### src/rtl/idx_unpack_pkg.sv
package idx_unpack_pkg;

   typedef enum logic [1:0] {
      IDX_W32 = 2'd0,
      IDX_W16 = 2'd1,
      IDX_W8  = 2'd2,
      IDX_RSV = 2'd3
   } idx_kind_e;

   // Highest lane number used by a word of the given kind.
   function automatic logic [1:0] top_lane(input idx_kind_e k);
      case (k)
         IDX_W16: top_lane = 2'd1;
         IDX_W8:  top_lane = 2'd3;
         default: top_lane = 2'd0;
      endcase
   endfunction

endpackage

### src/rtl/idx_lane_sel.sv
module idx_lane_sel
   import idx_unpack_pkg::*;
#(
   parameter int WORD_W = 32
) (
   input  idx_kind_e           kind,
   input  logic [1:0]          lane,
   input  logic [WORD_W-1:0]   word,
   output logic [WORD_W-1:0]   idx
);
   localparam int HALF_W = WORD_W / 2;
   localparam int QTR_W  = WORD_W / 4;

   logic [HALF_W-1:0] halves [2];
   logic [QTR_W-1:0]  quarters [4];

   for (genvar g = 0; g < 2; g++) begin : g_half
      assign halves[g] = word[g*HALF_W +: HALF_W];
   end
   for (genvar g = 0; g < 4; g++) begin : g_qtr
      assign quarters[g] = word[g*QTR_W +: QTR_W];
   end

   always_comb begin
      case (kind)
         IDX_W16: idx = WORD_W'(halves[lane[0]]);
         IDX_W8:  idx = WORD_W'(quarters[lane]);
         default: idx = word;
      endcase
   end

endmodule

### src/rtl/idx_count_track.sv
module idx_count_track
   import idx_unpack_pkg::*;
#(
   parameter int CNT_W = 16
) (
   input  logic             clk,
   input  logic             rst_n,
   input  logic             cfg_valid,
   input  logic [1:0]       cfg_kind,
   input  logic [CNT_W-1:0] cfg_count,
   input  logic             fire,
   output logic             busy,
   output idx_kind_e        kind,
   output logic [1:0]       lane,
   output logic             word_end,
   output logic             done
);
   logic [CNT_W-1:0] remaining;
   logic             take_cfg;
   logic             last_idx;

   assign busy     = remaining != '0;
   assign take_cfg = cfg_valid && !busy;
   assign last_idx = remaining == CNT_W'(1);
   assign word_end = (lane == top_lane(kind)) || last_idx;

   always_ff @(posedge clk) begin
      if (!rst_n) begin
         remaining <= '0;
         kind      <= IDX_W32;
         lane      <= 2'd0;
         done      <= 1'b0;
      end else begin
         done <= fire && last_idx;
         if (take_cfg) begin
            remaining <= cfg_count;
            kind      <= idx_kind_e'(cfg_kind);
            lane      <= 2'd0;
         end else if (fire) begin
            remaining <= remaining - CNT_W'(1);
            lane      <= word_end ? 2'd0 : lane + 2'd1;
         end
      end
   end

   // lane pointer never passes the last lane of the latched kind
   p_lane_bound_r2: assert property (@(posedge clk) disable iff (!rst_n)
      lane <= top_lane(kind));

   // completion is a single-cycle pulse
   p_done_single_r8: assert property (@(posedge clk) disable iff (!rst_n)
      done |=> !done);

   // a load during a job leaves the count to the normal decrement
   p_cfg_ignored_r9: assert property (@(posedge clk) disable iff (!rst_n)
      (cfg_valid && busy) |=>
         remaining == $past(remaining) - {{(CNT_W-1){1'b0}}, $past(fire)});

   // latched kind does not move while a job is running
   p_kind_held_r10: assert property (@(posedge clk) disable iff (!rst_n)
      busy |=> $stable(kind));

endmodule

### src/rtl/idx_unpacker.sv
module idx_unpacker
   import idx_unpack_pkg::*;
#(
   parameter int WORD_W = 32,
   parameter int CNT_W  = 16
) (
   input  logic              clk,
   input  logic              rst_n,
   input  logic              cfg_valid,
   input  logic [1:0]        cfg_kind,
   input  logic [CNT_W-1:0]  cfg_count,
   input  logic              in_valid,
   input  logic [WORD_W-1:0] in_data,
   output logic              in_ready,
   output logic              out_valid,
   output logic [WORD_W-1:0] out_index,
   input  logic              out_ready,
   output logic              done
);
   if (WORD_W < 8 || (WORD_W % 4) != 0) begin : g_bad_word
      $error("idx_unpacker: WORD_W must be a multiple of 4 and at least 8");
   end
   if (CNT_W < 1) begin : g_bad_cnt
      $error("idx_unpacker: CNT_W must be at least 1");
   end

   logic      busy;
   logic      fire;
   logic      word_end;
   idx_kind_e kind;
   logic [1:0] lane;

   assign out_valid = busy && in_valid;
   assign fire      = out_valid && out_ready;
   assign in_ready  = fire && word_end;

   idx_count_track #(.CNT_W(CNT_W)) u_track (
      .clk       (clk),
      .rst_n     (rst_n),
      .cfg_valid (cfg_valid),
      .cfg_kind  (cfg_kind),
      .cfg_count (cfg_count),
      .fire      (fire),
      .busy      (busy),
      .kind      (kind),
      .lane      (lane),
      .word_end  (word_end),
      .done      (done)
   );

   idx_lane_sel #(.WORD_W(WORD_W)) u_sel (
      .kind (kind),
      .lane (lane),
      .word (in_data),
      .idx  (out_index)
   );

   // a taken index that does not close its word leaves work pending
   p_mid_word_busy_r7: assert property (@(posedge clk) disable iff (!rst_n)
      (fire && !in_ready) |=> busy);

   // the completion cycle presents no index
   p_quiet_at_done_r8: assert property (@(posedge clk) disable iff (!rst_n)
      done |-> !out_valid);

   // no word is taken while idle
   p_idle_no_pop_r6: assert property (@(posedge clk) disable iff (!rst_n)
      !busy |-> !in_ready);

endmodule

### config.mk
export PLATFORM = sky130hd
export DESIGN_NAME = idx_unpacker
export DESIGN_NICKNAME = d
export VERILOG_FILES = /design/src/rtl/idx_unpack_pkg.sv /design/src/rtl/idx_lane_sel.sv /design/src/rtl/idx_count_track.sv /design/src/rtl/idx_unpacker.sv
export SDC_FILE = /design/constraint.sdc
export NUM_CORES = 1
export LEC_CHECK = 0
export ABC_AREA = 1
export BUFFER_PORTS_ARGS = -buffer_cell sky130_fd_sc_hd__buf_2
export CAP_MARGIN = 30
export CELL_PAD_IN_SITES_DETAIL_PLACEMENT = 2
export CELL_PAD_IN_SITES_GLOBAL_PLACEMENT = 2
export CORE_MARGIN = 4
export CORE_UTILIZATION = 25
export DETAILED_ROUTE_END_ITERATION = 10
export PLACE_DENSITY_LB_ADDON = 0.12
export RECOVER_POWER = 25
export SYNTH_ARGS = -nofsm -noshare
export SYNTH_HDL_FRONTEND = slang
export SYNTH_SLANG_ARGS = --single-unit
export TNS_END_PERCENT = 50
### constraint.sdc
create_clock -name clk -period 3 [get_ports clk]
set_clock_uncertainty 0.1 [all_clocks]
set_input_delay 0.45 -clock clk [delete_from_list [all_inputs] [get_ports clk]]
set_output_delay 0.45 -clock clk [all_outputs]
set_load 0.01 [all_outputs]
==> impl_metrics.tcl <==
set metrics [dict create \
    outcome "finished, final reports clean" \
    multi_input_area_mm2 0.00147 \
    die_h_um 102 \
    cp-end-kind "output port" \
    ys_ff_latch 21 \
    crit_fanout 23 \
    yosysWarnings 0 \
    path_delay_family "buffers and inverters" \
    cts_resized 0 \
    syn_avg_cell_area_um2 5.81 \
    hp-start "cfg_count[0]" \
    cts_root_buffer "clkbuf_8" \
    critical_path_arrival_ns 2.06 \
    clock_latency_ns 0.27 \
    layout.nets 522 \
    dp_hpwl_um 6500 \
    tritoncts "done" \
    timing.critical_path.from "u_track.kind[0]" \
    seqPwrFrac_pct 19.6 \
    rsz0062_at_grt "no" \
    post_cts_buffers 0 \
    layout-drive-gt1-share_pct 24.0 \
    period_needed_ns 2.61 \
    clock-sinks 21 \
    p_leak_uw 0.00148 \
    antenna_left 0 \
    layout_setup_ws_ns 0.393 \
    dpl.cell_count 566 \
    seq_area_frac_synth_pct 19.0 \
    regArea_um2 420 \
    worst_path_most_repeated_cell "nand2_1" \
    dp_slack_ns 0.688 \
    worst_slew_pin_slew_ns 0.543 \
    grt_pass1_vias 2912 \
    ioPinCount 90 \
    slew_headroom_pct 63.7 \
    stdcell_count 570 \
    drcViolationCount 0 \
    gr-usage-all-layers_pct 16.0 \
    worstPathRequired_ns 2.45 \
    power.density_mw_per_mm2 848 \
    antenna_cells 0 \
    clock_power_share_pct 8.6 \
    drt-initial-drc-count 37 \
    peakVddDrop_mv 0.283 \
    fp.dieW_um 102 \
    syn_nets 440 \
    cts_made_buffers 3 \
    clkTransAtPathRegs_ns 0.08 \
    setup_violations 0 \
    synth-compound-area-share_pct 18.3 \
    first_pass_iters 4 \
    power_frac_comb_pct 71.8 \
    critPathBufInv 4 \
    syn_area_mm2 0.00221 \
    initial_core_util_pct 25.5 \
    drv_slew 0 \
    cts_max_level 1 \
    rows 34 \
    synth_top_family_by_area "simple AND/OR/NAND/NOR gates" \
    netlist_instances 381 \
    yosysUniqueCellTypes 32 \
    max_freq_mhz 384 \
    yosys.area_share.simple_pct 44.2 \
    tns_ns 0 \
    start_kind "register" \
    core_mm2 0.00868 \
    overflow 0 \
    synth_fa_ha_area_share_pct 2.26 \
    p_switching_uw 1290 \
    intPower_uw 1040 \
    vias 2717 \
    synth_xor_xnor_area_share_pct 2.77 \
    sw_frac_of_total_pct 55.4 \
    hold_buffers 0 \
    synth.area.mux_share_pct 0 \
    min_path_type "input pin to register" \
    die_area_mm2 0.0104 \
    critPathMaxStageDelay_ns 0.35 \
    portBuffers 89 \
    clk_path_buf_depth 2 \
    post-route-period-util_pct 86.9 \
    crit_type "register to output port" \
    place_congestion 0.741 \
    fill_cells 1125 \
    antenna_found_initial 0 \
    crit_slowest_cell "clkbuf_2" \
    avgRoutedWirePerCell_um 14.5 \
    crit_chain "inv_1 > ha_1 > clkbuf_2 > nand2_1 > nand2_1 > nand2_1 > inv_1 > a21oi_1 > nor2_1 > buf_2" \
    grt_max_degree 29 \
    grt_first_pass_wirelength_um 13600 \
    hold_viol_final 0 \
    syn_to_final_growth_pct 23.9 \
    drv_cap 0 \
    routed_via_density 4.77 \
    reg2reg_from "u_track.remaining[0]" \
    routed_wl_um 8270 \
]
[cells in the final DEF, fill, tap and decap left out, types with 3 or more instances in the layout]
master and count:
nand2_1 110, buf_2 82, inv_1 53, nor2_1 45, o21ai_0 28, nand3_1 23
dfxtp_1 21, a21oi_1 11, o21ai_1 11, o22ai_1 10, nor2_2 10, clkbuf_1 8
o21a_1 7, xor2_1 6, nand3b_1 5, a31oi_1 4, nand2_2 4, ha_1 4
nor2_8 3, clkbuf_8 3
[worst register-to-register path, stage by stage (launching register included)]
cell      delay, ns
dfxtp_1        0.36
inv_1          0.10
ha_1           0.26
nand2_4        0.14
nor2_8         0.07
nand2_4        0.11
nand3_1        0.30
nand2_2        0.54
clkinv_8       0.16
nor2_1         0.15
nor2_1         0.05
[state kept, by name, indices dropped and copies added, names as in the netlist]
register	flops
u_track.kind	2
u_track.done	1
u_track.lane	2
u_track.remaining	16
[path summary, 6_finish.rpt]
check | endpoint | slack, ns | depth (start not counted)
max | in_ready | 0.39 | 10
min | u_track.remaining[0] | 0.37 | 3
max reg2reg | u_track.remaining[8] | 0.56 | 10
min reg2reg | u_track.kind[1] | 0.40 | 2
[area by class of cell]
cell class,instances,area share [%]
well taps,108,4.93
repair buffers,91,16.4
clock buffers,4,1.64
multi-input cells,291,53.7
inverters,55,7.99
flip-flops and latches,21,15.3
[cells by family (layout without fill, tap and decap cells)]
group	Yosys count	in the layout
DFF	21	21
buffers and inverters	69	150
and+or+nand+nor	207	207
xor gates and xnor gates	7	7
adders and majority gates	4	4
AOI/OAI and AO/OA	73	73
[metrics by stage]
| stage | utilization (%) | hold slack (ns) | area, um^2 | total power [uW] |
|---|---|---|---|---|
| floorplan | - | 0.351 | 2210 | 1700 |
| detailed placement | 31.5 | 0.391 | 2730 | 2180 |
| CTS | 32.0 | 0.364 | 2780 | 2400 |
| global route | 31.6 | 0.372 | 2740 | 2590 |
| finish | 31.6 | 0.365 | 2740 | 2320 |
| global placement | 31.5 | 0.369 | 2730 | 2120 |
[power groups by stage]
stage                     clock network, uW  registers (uW)  logic, uW
final                                   200             455       1670
after global routing                    220             472       1900
after CTS                               208             457       1730
after detailed placement                  0             462       1720
after global placement                    0             460       1660
after floorplan                           0             436       1270
[synthesized netlist by cell type (all sizes together)]
library cell  instances  area share (%)
o211ai                2            0.68
inv                  54             9.2
a21oi                11             2.5
o22ai                10             2.8
xor2                  6             2.4
o21ai                39             8.8
nor2                 60              14
o21a                  7             2.4
nand3                24             6.8
dfxtp                21              19
xnor2                 1            0.40
nor3                  1            0.23
buf                   5             1.9
clkbuf                9             1.6
ha                    4             2.3
a31oi                 4             1.1
nand3b                5             1.7
clkinv                1            0.74
nand2               116              21
nand4                 1            0.28
[per-layer routing]
metal | GRT usage, % | share of wire [%] | vias up
met5 | 0 | 0 | -
met4 | 3.03 | 0.80 | 0
met3 | 1.30 | 4.2 | 5
met2 | 32.4 | 53 | 52
met1 | 18.1 | 42 | 1295
li1 | - | - | 1365
No activity file was read; power rests on OpenSTA's default activity.
